File: config.mk
export PLATFORM = sky130hd
export DESIGN_NAME = zac_top
export DESIGN_NICKNAME = d
export VERILOG_FILES = /design/src/rtl/zac_pkg.sv /design/src/rtl/zac_flags.sv /design/src/rtl/zac_keymatch.sv /design/src/rtl/zac_policy.sv /design/src/rtl/zac_top.sv
export SDC_FILE = /design/constraint.sdc
export NUM_CORES = 1
export LEC_CHECK = 0
export BUFFER_PORTS_ARGS = -buffer_cell sky130_fd_sc_hd__buf_2
export CORE_MARGIN = 2
export CORE_UTILIZATION = 45
export DETAILED_ROUTE_END_ITERATION = 10
export PLACE_DENSITY = 0.69
export SETUP_SLACK_MARGIN = 0.4
export SYNTH_ARGS = -nofsm -noshare
export SYNTH_HDL_FRONTEND = slang
export SYNTH_SLANG_ARGS = --single-unit
export TNS_END_PERCENT = 1
File: constraint.sdc
create_clock -name clk -period 2.3 [get_ports clk]
set_input_delay 0.46 -clock clk [delete_from_list [all_inputs] [get_ports clk]]
set_output_delay 0.46 -clock clk [all_outputs]
set_load 0.01 [all_outputs]
File: src/rtl/zac_pkg.sv
package zac_pkg;

    localparam int unsigned NZONE = 3;

    // zone and key ranges, index 1..3 is the zone number
    localparam int unsigned Z_LO [1:3] = '{176, 480, 1024};
    localparam int unsigned Z_HI [1:3] = '{431, 735, 1535};
    localparam int unsigned K_LO [1:3] = '{432, 736, 1536};
    localparam int unsigned K_HI [1:3] = '{479, 767, 1583};

    // level-2 erase trigger bits
    localparam int unsigned TRIG_Z1 = 480;
    localparam int unsigned TRIG_Z2 = 768;
    localparam int unsigned TRIG_Z3 = 1584;

    // zone 2 erase budget bits
    localparam int unsigned CTR_LO = 768;
    localparam int unsigned CTR_HI = 895;

    typedef logic [1:0] zidx_t;

    function automatic zidx_t zone_of(input int unsigned a);
        zidx_t z;
        z = '0;
        for (int k = 1; k <= int'(NZONE); k++)
            if (a >= Z_LO[k] && a <= Z_HI[k]) z = zidx_t'(k);
        return z;
    endfunction

    function automatic zidx_t key_of(input int unsigned a);
        zidx_t z;
        z = '0;
        for (int k = 1; k <= int'(NZONE); k++)
            if (a >= K_LO[k] && a <= K_HI[k]) z = zidx_t'(k);
        return z;
    endfunction

    function automatic logic in_ctr(input int unsigned a);
        return (a >= CTR_LO) && (a <= CTR_HI);
    endfunction

endpackage

File: src/rtl/zac_flags.sv
module zac_flags
    import zac_pkg::*;
#(
    parameter int ADDR_W = 11
) (
    input  logic              clk,
    input  logic              rst_n,
    input  logic              visit,
    input  logic [ADDR_W-1:0] addr,
    input  logic              stored_bit,
    output logic [3:1]        wp,
    output logic [3:1]        rp
);

    typedef struct packed {
        logic [3:1] wp;
        logic [3:1] rp;
    } flags_t;

    flags_t     st_d, st_q;
    logic [3:1] hit_w, hit_r;

    // write control bit is the first zone bit, read control bit the second
    for (genvar k = 1; k <= NZONE; k++) begin : g_ctl
        assign hit_w[k] = visit && stored_bit && (32'(addr) == Z_LO[k]);
        assign hit_r[k] = visit && stored_bit && (32'(addr) == Z_LO[k] + 1);
    end

    always_comb begin
        st_d    = st_q;
        st_d.wp = st_q.wp | hit_w;
        st_d.rp = st_q.rp | hit_r;
    end

    always_ff @(posedge clk or negedge rst_n) begin
        if (!rst_n) st_q <= '0;
        else        st_q <= st_d;
    end

    assign wp = st_q.wp;
    assign rp = st_q.rp;

    // once set, a permission flag never drops before reset
    p_sticky_flags_r2: assert property (@(posedge clk) disable iff (!rst_n)
        (|{st_q.wp, st_q.rp}) |=>
            (({st_q.wp, st_q.rp} & $past({st_q.wp, st_q.rp})) == $past({st_q.wp, st_q.rp})));

    // a flag rises only after a visit with a stored 1
    p_rise_needs_one_r2: assert property (@(posedge clk) disable iff (!rst_n)
        !(visit && stored_bit) |=> ({st_q.wp, st_q.rp} == $past({st_q.wp, st_q.rp})));

endmodule

File: src/rtl/zac_keymatch.sv
module zac_keymatch
    import zac_pkg::*;
#(
    parameter int ADDR_W = 11
) (
    input  logic              clk,
    input  logic              rst_n,
    input  logic              visit,
    input  logic              cmp_strb,
    input  logic              prog_strb,
    input  logic [ADDR_W-1:0] addr,
    input  logic              stored_bit,
    input  logic              host_bit,
    input  logic              arm_set,
    output logic [3:1]        ef,
    output logic              armed
);

    typedef struct packed {
        logic       run;
        logic [3:1] ef;
        logic       arm;
    } km_t;

    km_t         st_d, st_q;
    int unsigned a;
    zidx_t       kz;
    logic        is_first, is_last;

    assign a  = 32'(addr);
    assign kz = key_of(a);

    always_comb begin
        is_first = 1'b0;
        is_last  = 1'b0;
        for (int k = 1; k <= int'(NZONE); k++) begin
            if (kz == zidx_t'(k) && a == K_LO[k]) is_first = 1'b1;
            if (kz == zidx_t'(k) && a == K_HI[k]) is_last  = 1'b1;
        end
    end

    always_comb begin
        logic run_n;
        st_d  = st_q;
        run_n = 1'b0;
        if (cmp_strb) begin
            if (kz != 2'd0) begin
                run_n = (host_bit == stored_bit) && (is_first || st_q.run);
                if (is_last) begin
                    if (run_n) st_d.ef[kz] = 1'b1;
                    st_d.run = 1'b0;
                end else begin
                    st_d.run = run_n;
                end
            end else begin
                st_d.run = 1'b0;
            end
        end
        if (visit) begin
            if (kz != 2'd0) st_d.run = 1'b0;
            if (a == 0) begin
                st_d.ef  = '0;
                st_d.run = 1'b0;
            end
        end
        // any strobe spends the arm; only an accepted budget write re-arms
        if (visit || cmp_strb || prog_strb) st_d.arm = arm_set;
    end

    always_ff @(posedge clk or negedge rst_n) begin
        if (!rst_n) st_q <= '0;
        else        st_q <= st_d;
    end

    assign ef    = st_q.ef;
    assign armed = st_q.arm;

    // returning to address 0 drops every erase flag
    p_clear_at_zero_r9: assert property (@(posedge clk) disable iff (!rst_n)
        (visit && addr == '0) |=> (st_q.ef == 3'b000));

    // an erase flag rises only on a compare of a key's final bit
    p_rise_on_last_r5: assert property (@(posedge clk) disable iff (!rst_n)
        !(cmp_strb && is_last) |=> ((st_q.ef & ~$past(st_q.ef)) == 3'b000));

endmodule

File: src/rtl/zac_policy.sv
module zac_policy
    import zac_pkg::*;
#(
    parameter int ADDR_W = 11
) (
    input  logic [ADDR_W-1:0] addr,
    input  logic              stored_bit,
    input  logic              sv,
    input  logic              l2,
    input  logic              cnt_en,
    input  logic [3:1]        wp,
    input  logic [3:1]        rp,
    input  logic [3:1]        ef,
    input  logic              armed,
    input  logic              prog_strb,
    input  logic              prog_erase,
    output logic              rd_ok,
    output logic              wr_ok,
    output logic              er_ok,
    output zidx_t             er_zone,
    output logic              arm_set
);

    int unsigned a;
    zidx_t       z;
    logic        c;

    assign a = 32'(addr);
    assign z = zone_of(a);
    assign c = in_ctr(a);

    always_comb begin
        rd_ok   = 1'b0;
        wr_ok   = 1'b0;
        er_ok   = 1'b0;
        er_zone = 2'd0;
        if (z != 2'd0) begin
            rd_ok = rp[z] | sv;
            wr_ok = l2 ? (sv & wp[z]) : sv;
        end else if (c) begin
            wr_ok = l2 ? (cnt_en & sv & ef[2] & stored_bit) : sv;
        end
        if (!l2) begin
            if (z != 2'd0 && sv) begin
                er_ok   = 1'b1;
                er_zone = z;
            end
        end else if (sv) begin
            if (a == TRIG_Z1 && ef[1]) begin
                er_ok   = 1'b1;
                er_zone = 2'd1;
            end else if (a == TRIG_Z3 && ef[3]) begin
                er_ok   = 1'b1;
                er_zone = 2'd3;
            end else if (!cnt_en && a == TRIG_Z2 && ef[2]) begin
                er_ok   = 1'b1;
                er_zone = 2'd2;
            end else if (cnt_en && c && ef[2] && armed) begin
                er_ok   = 1'b1;
                er_zone = 2'd2;
            end
        end
        arm_set = prog_strb & ~prog_erase & wr_ok & c & l2 & cnt_en;
    end

endmodule

File: src/rtl/zac_top.sv
module zac_top
    import zac_pkg::*;
#(
    parameter int ADDR_W = 11
) (
    input  logic              clk,
    input  logic              rst_n,
    input  logic [ADDR_W-1:0] addr,
    input  logic              stored_bit,
    input  logic              visit,
    input  logic              cmp_strb,
    input  logic              host_bit,
    input  logic              prog_strb,
    input  logic              prog_erase,
    input  logic              sv,
    input  logic              issuer_fuse,
    input  logic              fuse_pin,
    input  logic              cnt_en_fuse,
    output logic              rd_ok,
    output logic              wr_ok,
    output logic              er_ok,
    output logic              zone_erase,
    output logic [1:0]        zone_idx
);

    typedef struct packed {
        logic  pulse;
        zidx_t idx;
    } cmd_t;

    logic       l2;
    logic [3:1] wp, rp, ef;
    logic       armed, arm_set;
    zidx_t      er_zone;
    cmd_t       cmd_d, cmd_q;

    assign l2 = ~issuer_fuse | ~fuse_pin;

    zac_flags #(.ADDR_W(ADDR_W)) u_flags (
        .clk(clk), .rst_n(rst_n), .visit(visit), .addr(addr),
        .stored_bit(stored_bit), .wp(wp), .rp(rp)
    );

    zac_keymatch #(.ADDR_W(ADDR_W)) u_keymatch (
        .clk(clk), .rst_n(rst_n), .visit(visit), .cmp_strb(cmp_strb),
        .prog_strb(prog_strb), .addr(addr), .stored_bit(stored_bit),
        .host_bit(host_bit), .arm_set(arm_set), .ef(ef), .armed(armed)
    );

    zac_policy #(.ADDR_W(ADDR_W)) u_policy (
        .addr(addr), .stored_bit(stored_bit), .sv(sv), .l2(l2),
        .cnt_en(cnt_en_fuse), .wp(wp), .rp(rp), .ef(ef), .armed(armed),
        .prog_strb(prog_strb), .prog_erase(prog_erase), .rd_ok(rd_ok),
        .wr_ok(wr_ok), .er_ok(er_ok), .er_zone(er_zone), .arm_set(arm_set)
    );

    always_comb begin
        cmd_d = '0;
        if (prog_strb && prog_erase && er_ok) begin
            cmd_d.pulse = 1'b1;
            cmd_d.idx   = er_zone;
        end
    end

    always_ff @(posedge clk or negedge rst_n) begin
        if (!rst_n) cmd_q <= '0;
        else        cmd_q <= cmd_d;
    end

    assign zone_erase = cmd_q.pulse;
    assign zone_idx   = cmd_q.idx;

    // a command follows an accepted erase strobe
    p_cmd_needs_permit_r10: assert property (@(posedge clk) disable iff (!rst_n)
        zone_erase |-> $past(prog_strb && prog_erase && er_ok));

    // index is zero while idle and names a zone while active
    p_idx_idle_r10: assert property (@(posedge clk) disable iff (!rst_n)
        !zone_erase |-> (zone_idx == 2'd0));
    p_idx_valid_r10: assert property (@(posedge clk) disable iff (!rst_n)
        zone_erase |-> (zone_idx != 2'd0));

    // in level 2 a zone write needs the latched write flag and sv
    p_l2_write_flag_r3: assert property (@(posedge clk) disable iff (!rst_n)
        (l2 && wr_ok && zone_of(32'(addr)) != 2'd0) |-> (sv && wp[zone_of(32'(addr))]));

    // with the budget on, a counter bit is erasable only when armed
    p_ctr_erase_armed_r8: assert property (@(posedge clk) disable iff (!rst_n)
        (l2 && cnt_en_fuse && in_ctr(32'(addr)) && er_ok) |-> armed);

endmodule

==> results of run 1 <==
-- power by group through the flow --
stage               Clock, mW  Sequential [mW]  Combinational (mW)
global route            0.153            0.249               0.179
detailed placement          0            0.253               0.149
floorplan                   0            0.254              0.0738
CTS                     0.138            0.248               0.156
finish                  0.135            0.248               0.166
global placement            0            0.253               0.144
-- sequential cells by signal, summed over array words and instances (netlist names) --
name,cells
u_flags.rp,3
u_flags.wp,3
u_keymatch.ef,3
zone_idx,2
u_keymatch.armed,1
u_keymatch.st_q,1
zone_erase,1
-- cell families (layout without fill, tap and decap cells) --
kind of cell,Yosys count,in the layout,share of synthesized area
flip-flops,14,14,0.298
AO/OA/AOI/OAI,32,32,0.241
buffers and inverters,10,55,0.0532
XOR/XNOR,1,1,0.00746
multiplexers,2,2,0.0181
AND/OR/NAND/NOR,73,73,0.382
-- critical path: stages --
cell	delay, ps
buf_6	90
or4_4	560
o41ai_4	250
nand4_1	180
a32o_2	300
nor2_4	80
buf_6	100
-- final timing paths --
path / end / slack, ps / depth (start not counted)
worst max-delay path: er_ok / -190 / 7
worst min-delay path: u_flags.rp[2] / 70 / 1
worst max register to register: u_keymatch.armed / 600 / 5
worst min register to register: u_flags.rp[2] / 470 / 1
max in group asynchronous: u_flags.rp[3] / 1980 / 1
min in group clk: u_keymatch.st_q[4] / 380 / 2
-- cells in the final DEF (no fill, tap or decap), types with 3 or more instances in the layout --
cell type,instances
nand3_1,5
nor3_1,4
and3_1,5
a41o_2,3
and2_1,3
nor3b_2,3
dfrtp_1,14
buf_2,25
nor2_1,7
a21o_1,3
inv_1,3
nor2b_1,4
buf_4,20
nand4_1,6
o31ai_1,3
nand2_1,11
clkbuf_4,3
nand4b_1,3
buf_6,3
-- area by class of cell --
type,instances,area share
sequential,14,0.224
timing repair buffer,49,0.210
tap,30,0.0240
multi-input combinational,108,0.520
clock buffer,3,0.0144
inverter,3,0.00719
-- repair_timing --
| action | CTS | global route |
|---|---|---|
| gates resized for setup | 6 | 5 |
| setup buffers | 0 | 1 |
| endpoints found under the setup margin | 3 | 5 |
| gates cloned | 0 | 0 |
| pin swaps | 2 | 2 |
| hold buffers | 0 | 0 |
-- layer usage --
layer  global-route usage  share of wire
met3               0.0242          0.095
met2                0.454           0.45
met4                0.150          0.067
met1                0.372           0.39
met5                    0              0
-- stage by stage --
step / total power [mW] / util / hold WS, ps / setup WS, ps / cell area (µm²)
detailed placement: 0.402 / 0.594 / 377 / -123 / 1470
floorplan: 0.327 / - / 164 / 185 / 1180
global route: 0.580 / 0.632 / 84.0 / -227 / 1570
CTS: 0.542 / 0.616 / 76.0 / -103 / 1530
global placement: 0.397 / 0.594 / 372 / -93.1 / 1470
finish: 0.550 / 0.632 / 72.7 / -189 / 1570
==> out/metrics.yaml, run 1 <==
outcome: "complete, but fails checks"
failed_checks: "setup timing"
clock_latency_ps: 280
area_growth_pct: 33.2
vias: 1402
yosysSeqAreaShare: 0.298
critPathRequiredTime_ps: 1840
grt_pass1_wl_um: 5950
antenna_found_initial: 0
grt_max_degree: 15
grt_pass1_vias: 1241
synth.most_common_cell: "dfrtp_1"
cts_root_buf: "clkbuf_4"
ys_ff_latch: 14
ant_nets: 0
worst_setup_path_end_kind: "primary output"
wire_per_inst_um: 18.8
cts_htree_levels: 1
worstPathMaxFanout: 3
synth-async-reset-ratio: 1.00
synth_ff_type: "dfrtp_1"
p_int_mw: 0.383
setup_ws_ps: -189
arrival_ps: 2030
power.leakage_nw: 0.751
clkSlewWorstSetupHoldPaths_ps: 80
track_usage: 0.281
maxCapViolations: 0
via_per_inst: 6.77
synth_cells: 132
fin_cells: 207
period_needed_ps: 2490
crit_start: "addr[0]"
antenna_cells: 0
cts.sinks: 14
sequentialPowerShare: 0.451
start_util: 0.474
synth_top_cell_area_share: 0.298
drive_gt1_frac: 0.429
critPathLaunchType: "input port"
globalplace.congestion: 0.879
relSlewSlack: 0.687
cts_buffers: 3
fp.dieArea_um2: 3040
die_h_um: 55.1
io-pin-count: 29
comb_power_share: 0.302
synth_common_cells: "dfrtp_1 (14), nand2_1 (12), nor2_1 (8)"
regArea_um2: 350
drt_wl_total_um: 3890
rows: 18
r2r-start: "u_flags.wp[2]"
final.setup.tns_ps: -246
p_switching_mw: 0.167
ys_warn_count: 0
dp_hpwl_um: 2840
tightest_slew_ps: 462
hp-class: "input port to asynchronous set/reset pin"
ir_drop_mv: 0.417
p_clk_frac: 0.246
worstSetupPathType: "input port to primary output"
netlist_area_um2: 1170
skew_ps: 2.68
synth_area_per_cell_um2: 8.90
multi_input_comb_area_um2: 815
finalNetCount: 202
initialDrtViolationCount: 101
fill_cells: 219
core_area_um2: 2480
portBuffers: 28
cts_tree: "built"
grt_setup_unrepaired: "true"
netlist_top_cells_area: "dfrtp_1 (30%), nand2_1 (3.8%), nand4_1 (3.2%), a41o_2 (2.9%), and3_1 (2.7%)"
die_w_um: 55.1
clock_path_buffers: 2
overflow: 0
max_freq_mhz: 402
dr.pass1.iters: 7
setup_viol: 2
drcViolationCount: 0
synth_edf_count: 0
powerDensity_nw_per_um2: 351
fin_crit_sh: 1.08
hold_violations: 0
synth_cell_types: 55
final-max-slew-violation-count: 0
power_switching_share: 0.304
yosysTopAreaCell: "dfrtp_1"
dpl.cell_count: 203
synth_nets: 155
(Power assumes the default switching activity.)
==> inputs of run 2 (changes only) <==
--- a/config.mk
+++ b/config.mk
@@ -8,6 +8,7 @@
 export BUFFER_PORTS_ARGS = -buffer_cell sky130_fd_sc_hd__buf_2
 export CORE_MARGIN = 2
 export CORE_UTILIZATION = 45
+export CTS_BUF_LIST = sky130_fd_sc_hd__clkbuf_16
 export DETAILED_ROUTE_END_ITERATION = 10
 export PLACE_DENSITY = 0.69
 export SETUP_SLACK_MARGIN = 0.4
==> run 2 against run 1 <==
  * The run still ends with setup timing left
  * Register-to-register slack got worse by 50 ps
  * Wire length up 2.9%
  * Clock power increased by 140%
  * Global-route usage rose by 0.32 points
  * First-iteration DRC count is 19% lower
  * Utilization increased by 2.8 points
  * Clock skew is 1.8 ps lower
  * Maximum frequency grew 2.2%
  * Critical path depth unchanged
  * Clock-buffer cell count unchanged
  * Sequential share of layout area down 0.96 points
  * Critical endpoint unchanged
  * Highest routed layer unchanged
==> out/metrics.yaml, run 2 (same netlist as run 1, synthesis figures left out) <==
tightest_slew_ps: 402
r2r-end: "u_keymatch.armed"
vias: 1390
dr.pass1.iters: 5
max_freq_mhz: 410
setup_ws_ps: -136
via_per_inst: 6.71
busiest_layer: "met2"
drcViolationCount: 0
placed_area_um2: 1470
clock_path_buffers: 2
r2r-start: "u_flags.wp[2]"
overflow: 0
globalplace.congestion: 0.879
met1_usage: 0.360
track_usage: 0.284
drive_gt1_frac: 0.441
grt_pass1_vias: 1282
sequentialPowerShare: 0.339
maxCapViolations: 0
dp_hpwl_um: 2840
comb_power_share: 0.228
start_util: 0.474
gr-usage-met2: 0.458
power_switching_share: 0.252
antenna_cells: 0
fin_crit_sh: 1.06
rows: 18
clkSlewWorstSetupHoldPaths_ps: 40
grt_setup_unrepaired: "true"
cts.sinks: 14
layout_common_cells: "buf_2 (25), buf_4 (20), dfrtp_1 (14)"
worstPathMaxFanout: 3
antenna_found_initial: 0
power.leakage_nw: 0.772
die_w_um: 55.1
layout_commonest_cell: "buf_2"
final-max-slew-violation-count: 0
drt_wl_total_um: 4000
die_h_um: 55.1
finalNetCount: 202
critPathLaunchType: "input port"
gr-usage-met3: 0.0457
hold_violations: 0
clock_latency_ps: 240
p_clk_frac: 0.433
outcome: "complete, but fails checks"
worstSetupPathType: "input port to primary output"
relSlewSlack: 0.730
setup_viol: 2
ff2ff_setup_slack_ps: 550
cts_root_buf: "clkbuf_16"
r2r_cells: 6
p_switching_mw: 0.186
period_needed_ps: 2440
initialDrtViolationCount: 82
grt_max_degree: 15
powerDensity_nw_per_um2: 451
skew_ps: 0.842
fp.dieArea_um2: 3040
worst_setup_path_end_kind: "primary output"
final_area_um2: 1640
grt_pass1_wl_um: 6010
portBuffers: 28
ant_nets: 0
arrival_ps: 1980
io-pin-count: 29
wire_per_inst_um: 19.3
core_area_um2: 2480
cts_tree: "built"
fill_cells: 198
failed_checks: "setup timing"
dp_slack_ps: -123
cts_htree_levels: 1
cts_buffers: 3
ir_drop_mv: 0.520
hp-class: "input port to asynchronous set/reset pin"
area_growth_pct: 39.2
p_int_mw: 0.551
critPathRequiredTime_ps: 1840
[run 2: worst max-delay path by stage]
stage                        from     to  slack (ps)  cells after the start
after floorplan           addr[0]  er_ok         190                      5
after global placement    addr[0]  er_ok         -90                      7
after detailed placement  addr[0]  er_ok        -120                      7
after CTS                 addr[0]  er_ok        -100                      7
after global routing      addr[0]  er_ok        -190                      7
final                     addr[0]  er_ok        -140                      7
[run 2: cell type report]
type / instances / area (µm²) / share of cell area
timing repair buffer: 49 / 329 / 0.201
clock buffer: 3 / 75.1 / 0.0459
multi-input combinational: 108 / 832 / 0.509
tap: 30 / 37.5 / 0.0230
inverter: 3 / 11.3 / 0.00689
sequential: 14 / 350 / 0.214
[run 2: power by group through the flow]
| stage | clock network (mW) | registers (mW) | logic (mW) |
|---|---|---|---|
| 6_report | 0.319 | 0.250 | 0.168 |
| 5_1_grt | 0.335 | 0.250 | 0.181 |
| 4_1_cts | 0.321 | 0.250 | 0.156 |
| 3_5_place_dp | 0 | 0.253 | 0.149 |
| 3_3_place_gp | 0 | 0.253 | 0.144 |
| 2_1_floorplan | 0 | 0.254 | 0.0738 |
[run 2: stage by stage]
stage	setup TNS, ps	total power, mW	hold WS (ps)	instances	utilization
2_1_floorplan	0	0.327	164	132	-
3_3_place_gp	-93.1	0.397	372	203	0.594
3_5_place_dp	-123	0.402	377	203	0.594
4_1_cts	-205	0.726	123	206	0.637
5_1_grt	-228	0.766	140	207	0.660
6_report	-172	0.737	115	207	0.660
[run 2: what timing repair did]
| item | in CTS | in global routing |
|---|---|---|
| setup buffers | 0 | 1 |
| setup endpoints to repair | 3 | 6 |
| pin swaps | 1 | 4 |
| hold buffers | 0 | 0 |
| gates resized for setup | 7 | 8 |
[run 2: worst max-delay path, stage by stage]
cell,delay (ps)
buf_6,90
or4_4,560
o41ai_4,230
nand4_1,170
a32o_2,280
nor2_4,90
buf_6,100
[run 2: layer usage]
layer | part of all wire | vias to the layer above
met5 | 0 | -
met4 | 0.053 | 0
met3 | 0.090 | 29
met2 | 0.48 | 110
met1 | 0.38 | 640
li1 | - | 611
